===== src/rtl/mtc_pkg.sv =====
package mtc_pkg;

   // Word-offset decode of the register window (byte offset >> 2)
   typedef enum logic [1:0] {
      MTC_CTRL   = 2'd0,
      MTC_LOAD   = 2'd1,
      MTC_COARSE = 2'd2,
      MTC_FINE   = 2'd3
   } mtc_reg_e;

   // Bit in the control word that requests a soft reset
   localparam int unsigned MTC_SRST_BIT = 1;

   // Commands raised by the bus slave towards the counter
   typedef struct packed {
      logic srst;
      logic load;
   } mtc_cmd_t;

endpackage


===== src/rtl/mtc_prescaler.sv =====
module mtc_prescaler #(
   parameter int unsigned DIV = 20
) (
   input  logic clk,
   input  logic rst_n,
   input  logic clr,
   output logic strobe
);

   generate
      if (DIV == 1) begin : g_bypass
         assign strobe = 1'b1;
      end else begin : g_count
         localparam int unsigned CNT_W = $clog2(DIV);
         localparam logic [CNT_W-1:0] LAST = CNT_W'(DIV - 1);

         logic [CNT_W-1:0] cnt;

         always_ff @(posedge clk or negedge rst_n) begin
            if (!rst_n)
               cnt <= '0;
            else if (clr || cnt == LAST)
               cnt <= '0;
            else
               cnt <= cnt + 1'b1;
         end

         assign strobe = (cnt == LAST);

         AST_PRESCALE_RANGE: assert property (@(posedge clk) disable iff (!rst_n)
            cnt <= LAST);
         AST_PRESCALE_RESTART: assert property (@(posedge clk) disable iff (!rst_n)
            clr |=> cnt == '0);
      end
   endgenerate

endmodule


===== src/rtl/mtc_fine.sv =====
module mtc_fine #(
   parameter int unsigned FINE_W = 16
) (
   input  logic              clk,
   input  logic              rst_n,
   input  logic              clr,
   input  logic              step,
   output logic [FINE_W-1:0] fine,
   output logic              wrap
);

   assign wrap = step && !clr && (fine == {FINE_W{1'b1}});

   always_ff @(posedge clk or negedge rst_n) begin
      if (!rst_n)
         fine <= '0;
      else if (clr)
         fine <= '0;
      else if (step)
         fine <= fine + 1'b1;
   end

   AST_FINE_HOLD: assert property (@(posedge clk) disable iff (!rst_n)
      !clr && !step |=> $stable(fine));
   AST_FINE_WRAP_ZERO: assert property (@(posedge clk) disable iff (!rst_n)
      wrap |=> fine == '0);

endmodule


===== src/rtl/mtc_coarse.sv =====
module mtc_coarse #(
   parameter int unsigned COARSE_W       = 32,
   parameter int unsigned DESYNC_SECONDS = 4
) (
   input  logic                clk,
   input  logic                rst_n,
   input  logic                srst,
   input  logic                tick,
   input  logic                wrap,
   input  logic                fine_nz,
   input  logic                load_wr,
   input  logic [COARSE_W-1:0] load_val,
   output logic [COARSE_W-1:0] coarse
);

   localparam int unsigned QUIET_W = $clog2(DESYNC_SECONDS + 1);
   localparam logic [QUIET_W-1:0] QUIET_MAX = QUIET_W'(DESYNC_SECONDS);
   localparam int unsigned FLAG = COARSE_W - 1;

   logic                pending;
   logic [COARSE_W-1:0] pend_val;
   logic [QUIET_W-1:0]  quiet;
   logic [QUIET_W-1:0]  quiet_inc;
   logic [COARSE_W-2:0] low_inc;
   logic                goes_desync;

   assign quiet_inc   = (quiet == QUIET_MAX) ? quiet : quiet + 1'b1;
   assign goes_desync = (quiet_inc == QUIET_MAX);
   assign low_inc     = coarse[COARSE_W-2:0] + 1'b1;

   always_ff @(posedge clk or negedge rst_n) begin
      if (!rst_n) begin
         coarse   <= '0;
         pending  <= 1'b0;
         pend_val <= '0;
         quiet    <= '0;
      end else if (srst) begin
         coarse   <= '0;
         pending  <= 1'b0;
         pend_val <= '0;
         quiet    <= '0;
      end else begin
         if (tick) begin
            quiet <= '0;
            if (pending)
               coarse <= pend_val;
            else
               coarse <= {1'b0, fine_nz ? low_inc : coarse[COARSE_W-2:0]};
         end else if (wrap) begin
            quiet  <= quiet_inc;
            coarse <= {coarse[FLAG] | goes_desync, low_inc};
         end
         if (load_wr) begin
            pending  <= 1'b1;
            pend_val <= load_val;
         end else if (tick) begin
            pending  <= 1'b0;
         end
      end
   end

   AST_COARSE_SMALL_STEP: assert property (@(posedge clk) disable iff (!rst_n)
      !tick && !srst |=> (coarse[COARSE_W-2:0] == $past(coarse[COARSE_W-2:0])) ||
                         (coarse[COARSE_W-2:0] == $past(coarse[COARSE_W-2:0]) + 1'b1));
   AST_LOAD_APPLIED: assert property (@(posedge clk) disable iff (!rst_n)
      tick && !srst && pending |=> coarse == $past(pend_val));
   AST_FLAG_HELD: assert property (@(posedge clk) disable iff (!rst_n)
      !tick && !srst && coarse[FLAG] |=> coarse[FLAG]);
   AST_FLAG_RISE_CAUSE: assert property (@(posedge clk) disable iff (!rst_n)
      $rose(coarse[FLAG]) |-> $past(wrap) || $past(tick));

endmodule


===== src/rtl/mtc_apb.sv =====
module mtc_apb
   import mtc_pkg::*;
#(
   parameter int unsigned ADDR_W   = 12,
   parameter int unsigned DATA_W   = 32,
   parameter int unsigned COARSE_W = 32,
   parameter int unsigned FINE_W   = 16
) (
   input  logic                psel,
   input  logic                penable,
   input  logic                pwrite,
   input  logic [ADDR_W-1:0]   paddr,
   input  logic [DATA_W-1:0]   pwdata,
   input  logic [COARSE_W-1:0] coarse,
   input  logic [FINE_W-1:0]   fine,
   output mtc_cmd_t            cmd,
   output logic [COARSE_W-1:0] load_val,
   output logic [DATA_W-1:0]   prdata
);

   logic     upper_zero;
   logic     hit;
   logic     wr_acc;
   mtc_reg_e sel;

   generate
      if (ADDR_W > 4) begin : g_upper
         assign upper_zero = (paddr[ADDR_W-1:4] == '0);
      end else begin : g_no_upper
         assign upper_zero = 1'b1;
      end
   endgenerate

   assign sel      = mtc_reg_e'(paddr[3:2]);
   assign hit      = upper_zero && (paddr[1:0] == 2'b00);
   assign wr_acc   = psel && penable && pwrite && hit;

   assign cmd.srst = wr_acc && (sel == MTC_CTRL) && pwdata[MTC_SRST_BIT];
   assign cmd.load = wr_acc && (sel == MTC_LOAD);
   assign load_val = pwdata[COARSE_W-1:0];

   always_comb begin
      prdata = '0;
      if (psel && !pwrite && hit) begin
         case (sel)
            MTC_COARSE: prdata[COARSE_W-1:0] = coarse;
            MTC_FINE:   prdata[FINE_W-1:0]   = fine;
            default:    prdata = '0;
         endcase
      end
   end

endmodule


===== src/rtl/mission_timer.sv =====
module mission_timer
   import mtc_pkg::*;
#(
   parameter int unsigned COARSE_W       = 32,
   parameter int unsigned FINE_W         = 16,
   parameter int unsigned PRESCALE_DIV   = 20,
   parameter int unsigned DESYNC_SECONDS = 4,
   parameter int unsigned ADDR_W         = 12,
   parameter int unsigned DATA_W         = 32
) (
   input  logic                       clk,
   input  logic                       rst_n,
   input  logic                       tick_i,
   input  logic                       psel_i,
   input  logic                       penable_i,
   input  logic                       pwrite_i,
   input  logic [ADDR_W-1:0]          paddr_i,
   input  logic [DATA_W-1:0]          pwdata_i,
   output logic [DATA_W-1:0]          prdata_o,
   output logic                       pready_o,
   output logic                       pslverr_o,
   output logic [COARSE_W-1:0]        coarse_o,
   output logic [FINE_W-1:0]          fine_o,
   output logic [COARSE_W+FINE_W-1:0] time_o
);

   localparam int unsigned TIME_W = COARSE_W + FINE_W;

   generate
      if (PRESCALE_DIV < 1)   begin : g_bad_div   $error("PRESCALE_DIV must be at least 1"); end
      if (DESYNC_SECONDS < 1) begin : g_bad_des   $error("DESYNC_SECONDS must be at least 1"); end
      if (COARSE_W < 2 || COARSE_W > DATA_W) begin : g_bad_cw $error("COARSE_W must lie in 2..DATA_W"); end
      if (FINE_W < 2 || FINE_W > DATA_W)     begin : g_bad_fw $error("FINE_W must lie in 2..DATA_W"); end
      if (ADDR_W < 4)         begin : g_bad_aw    $error("ADDR_W must be at least 4"); end
   endgenerate

   mtc_cmd_t            cmd;
   logic [COARSE_W-1:0] load_val;
   logic                restart;
   logic                strobe;
   logic                wrap;

   assign restart = tick_i | cmd.srst;

   mtc_apb #(
      .ADDR_W(ADDR_W), .DATA_W(DATA_W), .COARSE_W(COARSE_W), .FINE_W(FINE_W)
   ) u_apb (
      .psel(psel_i), .penable(penable_i), .pwrite(pwrite_i), .paddr(paddr_i),
      .pwdata(pwdata_i), .coarse(coarse_o), .fine(fine_o), .cmd(cmd),
      .load_val(load_val), .prdata(prdata_o)
   );

   mtc_prescaler #(.DIV(PRESCALE_DIV)) u_pre (
      .clk(clk), .rst_n(rst_n), .clr(restart), .strobe(strobe)
   );

   mtc_fine #(.FINE_W(FINE_W)) u_fine (
      .clk(clk), .rst_n(rst_n), .clr(restart), .step(strobe),
      .fine(fine_o), .wrap(wrap)
   );

   mtc_coarse #(.COARSE_W(COARSE_W), .DESYNC_SECONDS(DESYNC_SECONDS)) u_coarse (
      .clk(clk), .rst_n(rst_n), .srst(cmd.srst), .tick(tick_i), .wrap(wrap),
      .fine_nz(|fine_o), .load_wr(cmd.load), .load_val(load_val), .coarse(coarse_o)
   );

   assign time_o    = {coarse_o, fine_o};
   assign pready_o  = 1'b1;
   assign pslverr_o = 1'b0;

   AST_TICK_ZEROES_FINE: assert property (@(posedge clk) disable iff (!rst_n)
      tick_i |=> fine_o == '0);
   AST_COARSE_STEP_AT_FINE_ZERO: assert property (@(posedge clk) disable iff (!rst_n)
      coarse_o != $past(coarse_o) |-> fine_o == '0);
   AST_TIME_NO_BACKSTEP: assert property (@(posedge clk) disable iff (!rst_n)
      !$past(tick_i) && !$past(cmd.srst) |->
         time_o[TIME_W-2:0] >= $past(time_o[TIME_W-2:0]));
   AST_SRST_CLEARS: assert property (@(posedge clk) disable iff (!rst_n)
      cmd.srst |=> coarse_o == '0 && fine_o == '0);

endmodule


===== config.mk =====
export PLATFORM = sky130hd
export DESIGN_NAME = mission_timer
export DESIGN_NICKNAME = d
export VERILOG_FILES = /design/src/rtl/mtc_pkg.sv /design/src/rtl/mtc_prescaler.sv /design/src/rtl/mtc_fine.sv /design/src/rtl/mtc_coarse.sv /design/src/rtl/mtc_apb.sv /design/src/rtl/mission_timer.sv
export SDC_FILE = /design/constraint.sdc
export NUM_CORES = 1
export LEC_CHECK = 0
export BUFFER_PORTS_ARGS = -buffer_cell sky130_fd_sc_hd__buf_2
export CAP_MARGIN = 20
export CORE_MARGIN = 3
export CORE_UTILIZATION = 56
export DETAILED_ROUTE_END_ITERATION = 10
export GPL_TIMING_DRIVEN = 0
export PLACE_DENSITY = 0.87
export SLEW_MARGIN = 20
export SYNTH_ARGS = -nofsm -noshare
export SYNTH_HDL_FRONTEND = slang
export SYNTH_HIERARCHICAL = 1
export SYNTH_SLANG_ARGS = --single-unit

===== constraint.sdc =====
create_clock -name clk -period 8.3 [get_ports clk]
set_input_delay 1.66 -clock clk [delete_from_list [all_inputs] [get_ports clk]]
set_output_delay 1.66 -clock clk [all_outputs]
set_load 0.03 [all_outputs]

==> run metrics, run 1 <==
via-per-instance ratio=5.93; initial antenna violation count=0; vias in the first global route=5306; Multi-input gate area=2770 um2; H-tree depth=3; Ys Warns=6; CP Cell Sequence=buf_2 > nor3b_1 > and4b_1 > nor4bb_1 > or2_2 > clkbuf_1 > nor3_2 > nand2b_1 > a211o_1 > clkbuf_1 > clkbuf_1 > o21ai_0; maximum vdd drop=0.100 mV; DRC Markers=0; Wirelength per Cell=17.6 um; most frequent CP cell=clkbuf_1; Core Area=9910 um2; clk buf depth=2; drt first-iter violations=600; post-DP HPWL=11800 um; Mapped Cells=629; Max Slew Vio Count=0; ant diodes=0; CP max stage delay=480 ps; WHS Path Cells=1; nets=841; postcts setup bufs=0; Critical Path RT=8520 ps; Critical R2R Capture=u_coarse/coarse[14]$_DFFE_PN0P_; Slew headroom=33.2%; ys async rst share=100%; Congestion Overflow GR=0; die height=108 um; maxcap violations=0; Area Growth Syn to Fin=19.2%; die width=108 um; Seq/Total Area, Yosys=38.3%; crit-path max FO=10; CP arrival=5330 ps; number of I/O port buffers=145; TritonRoute pass-1 iters=6; critical path class=input pin to flop; proportion of layout cells with a drive suffix above 1=34.4%; EDFF count, synth=0; setup violators final=0; worst slew pin tran=996 ps; FF+latch area=2230 um2; Worst Path Buf+Inv=4; first-pass GRT wire length=25900 um; Startpoint Class=input pin; Worst Hold Path EP=u_pre/g_count.cnt[0]$_DFF_PN0_; GPL Wtd Cong=0.868; root buffer cell=clkbuf_8; # rows=36; starting density of the core=58.6%; Crit path max-delay family=simple AND/OR/NAND/NOR gates; Yosys reg bits=89; placed cells=908; CTS tree=built; largest net degree at the start of global routing=61; IO Pins=180; Post-Route WL=16300 um; vias=5470; Post-Layout Cell Count=923; die area=11600 um2; PD cells=163 nW/um2; Final Critical Period=5120 ps; Worst Skew=10.2 ps; R2R depth=13; Post-Syn Area=5810 um2; Global Route Usage Sum=28.1%; critical path capture point type=flop; post-route setup TNS=0 ps; Layout fillers=774; TritonCTS Buffers=9; CTS Sinks=89; cts repair resizes=0; hold buffer count at CTS=0; slowest CP cell=clkbuf_1; RSZ-0062 raised after global routing=no; fin crit share=61.6%; clk slew on worst S/H paths=90 ps; Fin. Hold Viols=0; Post-DRT Antenna Nets=0; FF-to-FF setup slack=4300 ps; hold crit path type=flop to flop; hold_sp=u_pre/g_count.cnt[0]$_DFF_PN0_; ys flop type=dfrtp_1; status=complete, no violations; fmax=195 MHz; worst r2r src=u_pre/g_count.cnt[0]$_DFF_PN0_; synthesized area per cell=9.24 um2; Syn Nets=684; Synth cell types=61; LEAKAGE=0.00347 uW; Skew-Pair Late Insertion Delay=360 ps
==> synthesized netlist by cell type, types with 3 or more instances <==
cell type | instances | area [um2]
xor2_1 | 12 | 105
or3_1 | 6 | 37.5
or4_1 | 6 | 45.0
nor2_1 | 80 | 300
and4_1 | 3 | 26.3
nand3_1 | 11 | 55.1
buf_2 | 8 | 40.0
clkbuf_1 | 21 | 78.8
nand4_2 | 3 | 37.5
o22ai_1 | 7 | 43.8
mux2i_1 | 52 | 521
inv_1 | 5 | 18.8
and3_1 | 8 | 50.1
a21oi_1 | 17 | 85.1
nor4_1 | 12 | 75.1
buf_6 | 3 | 33.8
nor4_4 | 3 | 63.8
nand4_1 | 19 | 119
buf_4 | 85 | 638
nor2b_1 | 7 | 43.8
nor3_1 | 6 | 30.0
a211o_1 | 3 | 26.3
a22oi_1 | 17 | 128
o31ai_1 | 8 | 60.1
o311ai_0 | 3 | 26.3
nor3b_1 | 4 | 30.0
nand2_1 | 32 | 120
o21ai_0 | 20 | 100
mux2_1 | 3 | 33.8
and2_1 | 25 | 156
ha_1 | 5 | 62.6
xnor2_1 | 5 | 43.8
dfrtp_1 | 89 | 2230
a31oi_1 | 6 | 37.5
==> placed cells by master (no fill, tap or decap), types with 6 or more instances in the layout <==
| cell type | n |
|---|---|
| nand3_1 | 11 |
| nand4_1 | 19 |
| nor4_1 | 12 |
| and3_1 | 8 |
| o31ai_1 | 8 |
| o22ai_1 | 7 |
| a31oi_1 | 6 |
| dfrtp_1 | 89 |
| nor2b_1 | 7 |
| clkbuf_8 | 10 |
| o21ai_0 | 20 |
| a22oi_1 | 17 |
| xor2_1 | 12 |
| a21oi_1 | 17 |
| nor2_1 | 80 |
| buf_2 | 152 |
| and2_1 | 25 |
| buf_4 | 86 |
| clkbuf_1 | 22 |
| or4_1 | 6 |
| nand2_1 | 32 |
| mux2i_1 | 52 |
| or3_1 | 6 |
| nor3_1 | 6 |
==> final cells by class <==
| type | instances | share of cell area, % |
|---|---|---|
| flip-flops and latches | 89 | 32.1 |
| repair buffers | 146 | 10.9 |
| multi-input cells | 416 | 39.9 |
| clock inverters | 4 | 0.777 |
| plain buffers | 118 | 11.5 |
| inverters | 6 | 0.325 |
| clock buffers | 11 | 2.04 |
| well taps | 133 | 2.40 |
==> per-layer routing <==
layer	vias up	track usage, %	wire length, um
met5	-	0	0
met4	0	13.6	523
met3	48	3.72	1740
met2	379	47.4	7950
met1	2566	35.6	6080
li1	2477	-	-
==> worst max path at each step <==
stage                from                              end  slack (ps)  cells after the start
6_report       paddr_i[5]  u_coarse/coarse[14]$_DFFE_PN0P_        3180                     12
5_1_grt        paddr_i[5]  u_coarse/coarse[26]$_DFFE_PN0P_        2950                     12
4_1_cts        paddr_i[5]  u_coarse/coarse[14]$_DFFE_PN0P_        3280                     12
3_5_place_dp   paddr_i[5]  u_coarse/coarse[26]$_DFFE_PN0P_        2920                     12
3_3_place_gp   paddr_i[5]  u_coarse/coarse[26]$_DFFE_PN0P_        3040                     12
2_1_floorplan  paddr_i[7]                     prdata_o[10]        3830                      4
==> report_power, final <==
| group | leakage [uW] | switching, uW | total, uW | internal [uW] |
|---|---|---|---|---|
| Clock | 0.0000916 | 154 | 301 | 146 |
| Sequential | 0.00120 | 62.2 | 522 | 459 |
| Combinational | 0.00218 | 187 | 305 | 118 |
| Total | 0.00347 | 403 | 1130 | 724 |
==> cells by family (layout without fill, tap and decap cells) <==
kind of cell,after synthesis,count (layout),synth area share (%)
AND/OR/NAND/NOR,238,238,22.9
AO/OA/AOI/OAI,98,98,11.2
buffers and inverters,124,285,14.1
flip-flops,89,89,38.3
multiplexers,56,56,9.73
other,2,2,0.129
XOR/XNOR,17,17,2.56
adder cells (fa/ha/maj),5,5,1.08
==> metrics by stage <==
stage	area, um2	utilization [%]	power [uW]	setup slack, ps	hold WS [ps]
2_1_floorplan	5810	-	731	3830	438
3_3_place_gp	6700	67.6	823	3040	452
3_5_place_dp	6730	67.9	833	2920	464
4_1_cts	6930	69.9	1130	3280	476
5_1_grt	6930	69.9	1170	2950	496
6_report	6930	69.9	1130	3180	473
==> sequential cells by signal, indices dropped and copies added (netlist names) <==
register           cells
u_coarse/coarse       32
u_coarse/pend_val     32
u_coarse/pending       1
u_coarse/quiet         3
u_fine/fine           16
u_pre/g_count.cnt      5
(Power assumes the default switching activity.)
==> inputs of run 2 (changes only) <==
--- a/config.mk
+++ b/config.mk
@@ -8,10 +8,10 @@
 export BUFFER_PORTS_ARGS = -buffer_cell sky130_fd_sc_hd__buf_2
 export CAP_MARGIN = 20
 export CORE_MARGIN = 3
-export CORE_UTILIZATION = 56
+export CORE_UTILIZATION = 47
 export DETAILED_ROUTE_END_ITERATION = 10
 export GPL_TIMING_DRIVEN = 0
-export PLACE_DENSITY = 0.87
+export PLACE_DENSITY = 0.78
 export SLEW_MARGIN = 20
 export SYNTH_ARGS = -nofsm -noshare
 export SYNTH_HDL_FRONTEND = slang
==> constraint.sdc (replaced) <==
create_clock -name clk -period 4.2 [get_ports clk]
set_input_delay 0.84 -clock clk [delete_from_list [all_inputs] [get_ports clk]]
set_output_delay 0.84 -clock clk [all_outputs]
set_load 0.03 [all_outputs]
==> run metrics, run 2 (synthesis gave the netlist of run 1 again) <==
PD cells=349 nW/um2; number of I/O port buffers=145; slowest CP cell=a211oi_1; commonest non-fill, non-tap cells in the layout=152 x buf_2, 89 x dfrtp_1, 86 x buf_4, 80 x nor2_1, 52 x mux2i_1; WHS Path Cells=1; nets=840; leading cell type in the layout, fill and taps excluded=buf_2; TritonRoute pass-1 iters=5; CTS tree=built; Slew headroom=31.5%; post-DP HPWL=12100 um; Multi-input gate area=2770 um2; FF-to-FF setup slack=240 ps; LEAKAGE=0.00353 uW; Fin. Hold Viols=0; drt first-iter violations=403; Wirelength per Cell=17.6 um; worst r2r src=u_pre/g_count.cnt[0]$_DFF_PN0_; fmax=253 MHz; R2R depth=12; critical path capture point type=flop; # rows=39; hold buffer count at CTS=0; Worst Skew=6.48 ps; largest net degree at the start of global routing=59; hold crit path type=flop to flop; TritonCTS Buffers=9; worst slew pin tran=1020 ps; Critical Path RT=4460 ps; proportion of layout cells with a drive suffix above 1=34.8%; GPL Wtd Cong=0.926; Hold WS=473 ps; die height=117 um; CTS Sinks=89; die width=117 um; Crit path max-delay family=simple AND/OR/NAND/NOR gates; Post-Route WL=16800 um; clk slew on worst S/H paths=60 ps; IO Pins=180; hold_sp=u_pre/g_count.cnt[0]$_DFF_PN0_; CP arrival=4210 ps; vias in the first global route=5226; CP max stage delay=860 ps; first-pass GRT wire length=26000 um; Area Growth Syn to Fin=21.7%; ant diodes=0; DRC Markers=0; via-per-instance ratio=5.71; Worst Path Buf+Inv=3; initial antenna violation count=0; fin crit share=94.2%; clk buf depth=2; FF+latch area=2230 um2; Worst Hold Path EP=u_pre/g_count.cnt[0]$_DFF_PN0_; final core occ=60.1%; starting density of the core=49.4%; Core Area=11800 um2; CP Cell Sequence=ha_1 > inv_1 > nor4b_2 > buf_4 > nand4_4 > buf_6 > or4_1 > nor3_2 > nand2b_1 > a211oi_1 > nand4_1 > o211ai_1; Skew-Pair Late Insertion Delay=340 ps; Congestion Overflow GR=0; post-route setup TNS=0 ps; Startpoint Class=flop; root buffer cell=clkbuf_16; status=complete, no violations; critical path class=flop to flop; Final Critical Period=3960 ps; H-tree depth=3; vias=5443; Critical R2R Capture=u_coarse/coarse[22]$_DFFE_PN0P_; Max Slew Vio Count=0; Top Registers=u_coarse/coarse x32, u_coarse/pend_val x32, u_fine/fine x16; Tot Pwr=2470 uW; Post-DRT Antenna Nets=0; setup violators final=0; Setup WS pre-CTS=-178 ps; die area=13700 um2; maxcap violations=0; maximum vdd drop=0.172 mV; Global Route Usage Sum=24.2%; Layout fillers=1023; RSZ-0062 raised after global routing=no; setup ws final=243 ps; crit-path max FO=10
run 2: cell count changes in the layout (fill, tap and decap cells not counted), sizes merged:
cell | previous run | this run
clkinv | 1 | 2
clkinvlp | 2 | 1
run 2: worst max path at each step:
stage	slack, ps	start	cells past startpoint	end
CTS	180	paddr_i[5]	12	u_coarse/coarse[14]$_DFFE_PN0P_
detailed placement	-180	paddr_i[5]	12	u_coarse/coarse[14]$_DFFE_PN0P_
global route	40	u_pre/g_count.cnt[0]$_DFF_PN0_	12	u_coarse/coarse[22]$_DFFE_PN0P_
floorplan	810	paddr_i[5]	12	u_coarse/coarse[15]$_DFFE_PN0P_
global placement	-110	paddr_i[5]	12	u_coarse/coarse[26]$_DFFE_PN0P_
finish	240	u_pre/g_count.cnt[0]$_DFF_PN0_	12	u_coarse/coarse[22]$_DFFE_PN0P_
run 2: layout make-up:
type	instances	area share, %
multi-input combinational	416	39.1
sequential	89	31.5
buffer	117	11.2
timing repair buffer	146	10.6
clock buffer	12	3.63
tap	164	2.90
clock inverter	4	0.726
inverter	6	0.319
run 2: routing by layer:
metal	routed length (um)	track usage, %
met5	0	0
met4	411	9.40
met3	1440	3.91
met2	8250	41.1
met1	6690	30.9
run 2: worst reg2reg max path, delay by kind of cell (launching register included):
family | cells | cell delay, ps
simple gates | 6 | 1740
compound gates | 2 | 1070
flops | 1 | 370
fa+ha+maj | 1 | 200
buf+inv | 3 | 510
run 2: report_power, final:
group | leakage, uW | switching [uW] | internal, uW
clock | 0.000149 | 334 | 494
combinational | 0.00218 | 365 | 232
sequential | 0.00120 | 133 | 909
run 2: timing repair:
action / CTS / global route
buffers inserted: 0 / 0
endpoints found under the setup margin: 0 / 14
gates resized for setup: 0 / 4
run 2: stage by stage:
stage / cells / cell area (um2)
6_report: 954 / 7070
5_1_grt: 954 / 7070
4_1_cts: 955 / 7070
3_5_place_dp: 939 / 6760
3_3_place_gp: 938 / 6740
2_1_floorplan: 629 / 5810
==> inputs of run 3 (changes only) <==
--- a/config.mk
+++ b/config.mk
@@ -7,8 +7,10 @@
 export LEC_CHECK = 0
 export BUFFER_PORTS_ARGS = -buffer_cell sky130_fd_sc_hd__buf_2
 export CAP_MARGIN = 20
+export CELL_PAD_IN_SITES_DETAIL_PLACEMENT = 1
+export CELL_PAD_IN_SITES_GLOBAL_PLACEMENT = 1
 export CORE_MARGIN = 3
-export CORE_UTILIZATION = 47
+export CORE_UTILIZATION = 35
 export DETAILED_ROUTE_END_ITERATION = 10
 export GPL_TIMING_DRIVEN = 0
 export PLACE_DENSITY = 0.78
==> run metrics, run 3 (synthesis gave the netlist of run 1 again) <==
status=complete, no violations; max layer used=met4; critical path launch point=u_pre/g_count.cnt[0]$_DFF_PN0_; Global Route Usage Sum=20.3%; IO Pins=180; proportion of layout cells with a drive suffix above 1=35.1%; Startpoint Class=flop; Pint=1740 uW; maxcap violations=0; TritonCTS Buffers=9; Top Registers=u_coarse/coarse x32, u_coarse/pend_val x32, u_fine/fine x16; hold crit path type=input pin to async pin; first-pass GRT wire length=29200 um; via-per-instance ratio=5.27; number of I/O port buffers=145; clk buf depth=2; final core occ=44.8%; routed length on met3=1250 um; Seq pwr share=40.2%; CTS tree=built; Fin. Hold Viols=0; WL met1=8050 um; Slew headroom=44.7%; PD cells=360 nW/um2; hold buffer count at CTS=0; vias in the first global route=5391; Final Critical Period=3940 ps; starting density of the core=36.2%; Post-DRT Antenna Nets=0; maximum vdd drop=0.216 mV; Core Area=16100 um2; post-DP HPWL=13600 um; GPL Wtd Cong=0.840; setup ws final=260 ps; postcts setup bufs=0; combinational share of power=23.3%; nets=841; worst slew pin tran=830 ps; DR WL met2=9090 um; switching power total=849 uW; die width=135 um; initial antenna violation count=0; critical path class=flop to flop; worst r2r src=u_pre/g_count.cnt[0]$_DFF_PN0_; CP arrival=4190 ps; Critical Path RT=4450 ps; CTS Sinks=89; Clk pwr share=36.5%; setup violators final=0; TritonRoute pass-1 iters=4; Skew-Pair Late Insertion Delay=350 ps; vias=5314; critical path capture point type=flop; sw frac=32.8%; Setup WS pre-CTS=-440 ps; LEAKAGE=0.00356 uW; largest net degree at the start of global routing=79; H-tree depth=3; drt first-iter violations=294; fin crit share=93.8%; root buffer cell=clkbuf_16; Area Growth Syn to Fin=23.9%; Max Slew Vio Count=0; leading cell type in the layout, fill and taps excluded=buf_2; die height=135 um; DRC Markers=0; clk slew on worst S/H paths=70 ps; crit-path max FO=10; Congestion Overflow GR=0; Worst Skew=8.68 ps; Wirelength per Cell=18.5 um; fmax=254 MHz; Post-Route WL=18600 um; Tot Pwr=2590 uW; RSZ-0062 raised after global routing=no; die area=18200 um2; # rows=46; commonest non-fill, non-tap cells in the layout=152 x buf_2, 89 x dfrtp_1, 85 x buf_4, 80 x nor2_1, 52 x mux2i_1
-- run 3: repair_timing --
| item | CTS | global route |
|---|---|---|
| resized for setup | 1 | 5 |
| setup endpoints to repair | 10 | 22 |
| pin swaps | 0 | 0 |
-- run 3: metal layers --
layer | GRT usage, % | up-vias
met4 | 5.26 | 0
met2 | 34.3 | 185
met3 | 4.43 | 19
met1 | 26.3 | 2627
li1 | - | 2483
met5 | 0 | -
-- run 3: worst paths after layout --
check | end | slack, ps | cells after the start
max | u_coarse/coarse[6]$_DFFE_PN0P_ | 260 | 13
min | u_pre/g_count.cnt[4]$_DFF_PN0_ | 300 | 1
max reg2reg | u_coarse/coarse[6]$_DFFE_PN0P_ | 260 | 13
min reg2reg | u_pre/g_count.cnt[0]$_DFF_PN0_ | 500 | 1
max in group asynchronous | u_coarse/pend_val[12]$_DFFE_PN0P_ | 3300 | 2
min in group clk | u_pre/g_count.cnt[0]$_DFF_PN0_ | 500 | 1
-- run 3: layout make-up --
type,instances,area (um2)
Fill cell,1934,8860
Multi-Input combinational cell,416,2770
Antenna cell,1,2.50
Clock buffer,11,243
Tap cell,216,270
Timing Repair Buffer,147,764
Buffer,117,795
Sequential cell,89,2230
Inverter,6,22.5
Clock inverter,5,103
-- run 3: critical path, stage by stage, from the launching register on --
cell and delay, ps:
dfrtp_1 390, ha_1 190, inv_1 80, nor4b_2 370
buf_4 240, nand4_4 110, buf_6 170, or4_1 480
nor3_2 400, nand2b_1 240, nand2_1 340, clkbuf_1 430
nor2_1 110, o31ai_1 280
-- run 3: power by group through the flow --
stage / sequential, uW / clock (uW) / combinational [uW]
finish: 1040 / 946 / 603
detailed placement: 1050 / 0 / 603
CTS: 1040 / 973 / 608
global route: 1050 / 1010 / 643
global placement: 1050 / 0 / 588
floorplan: 1110 / 0 / 338
-- run 3: per-stage QoR --
stage	hold WS [ps]	cell area, um2	TNS, ps	std cells
finish	303	7200	0	1008
global route	289	7200	0	1007
CTS	287	7190	0	1007
detailed placement	464	6840	-6380	991
global placement	461	6810	-6130	990
floorplan	438	5810	0	629
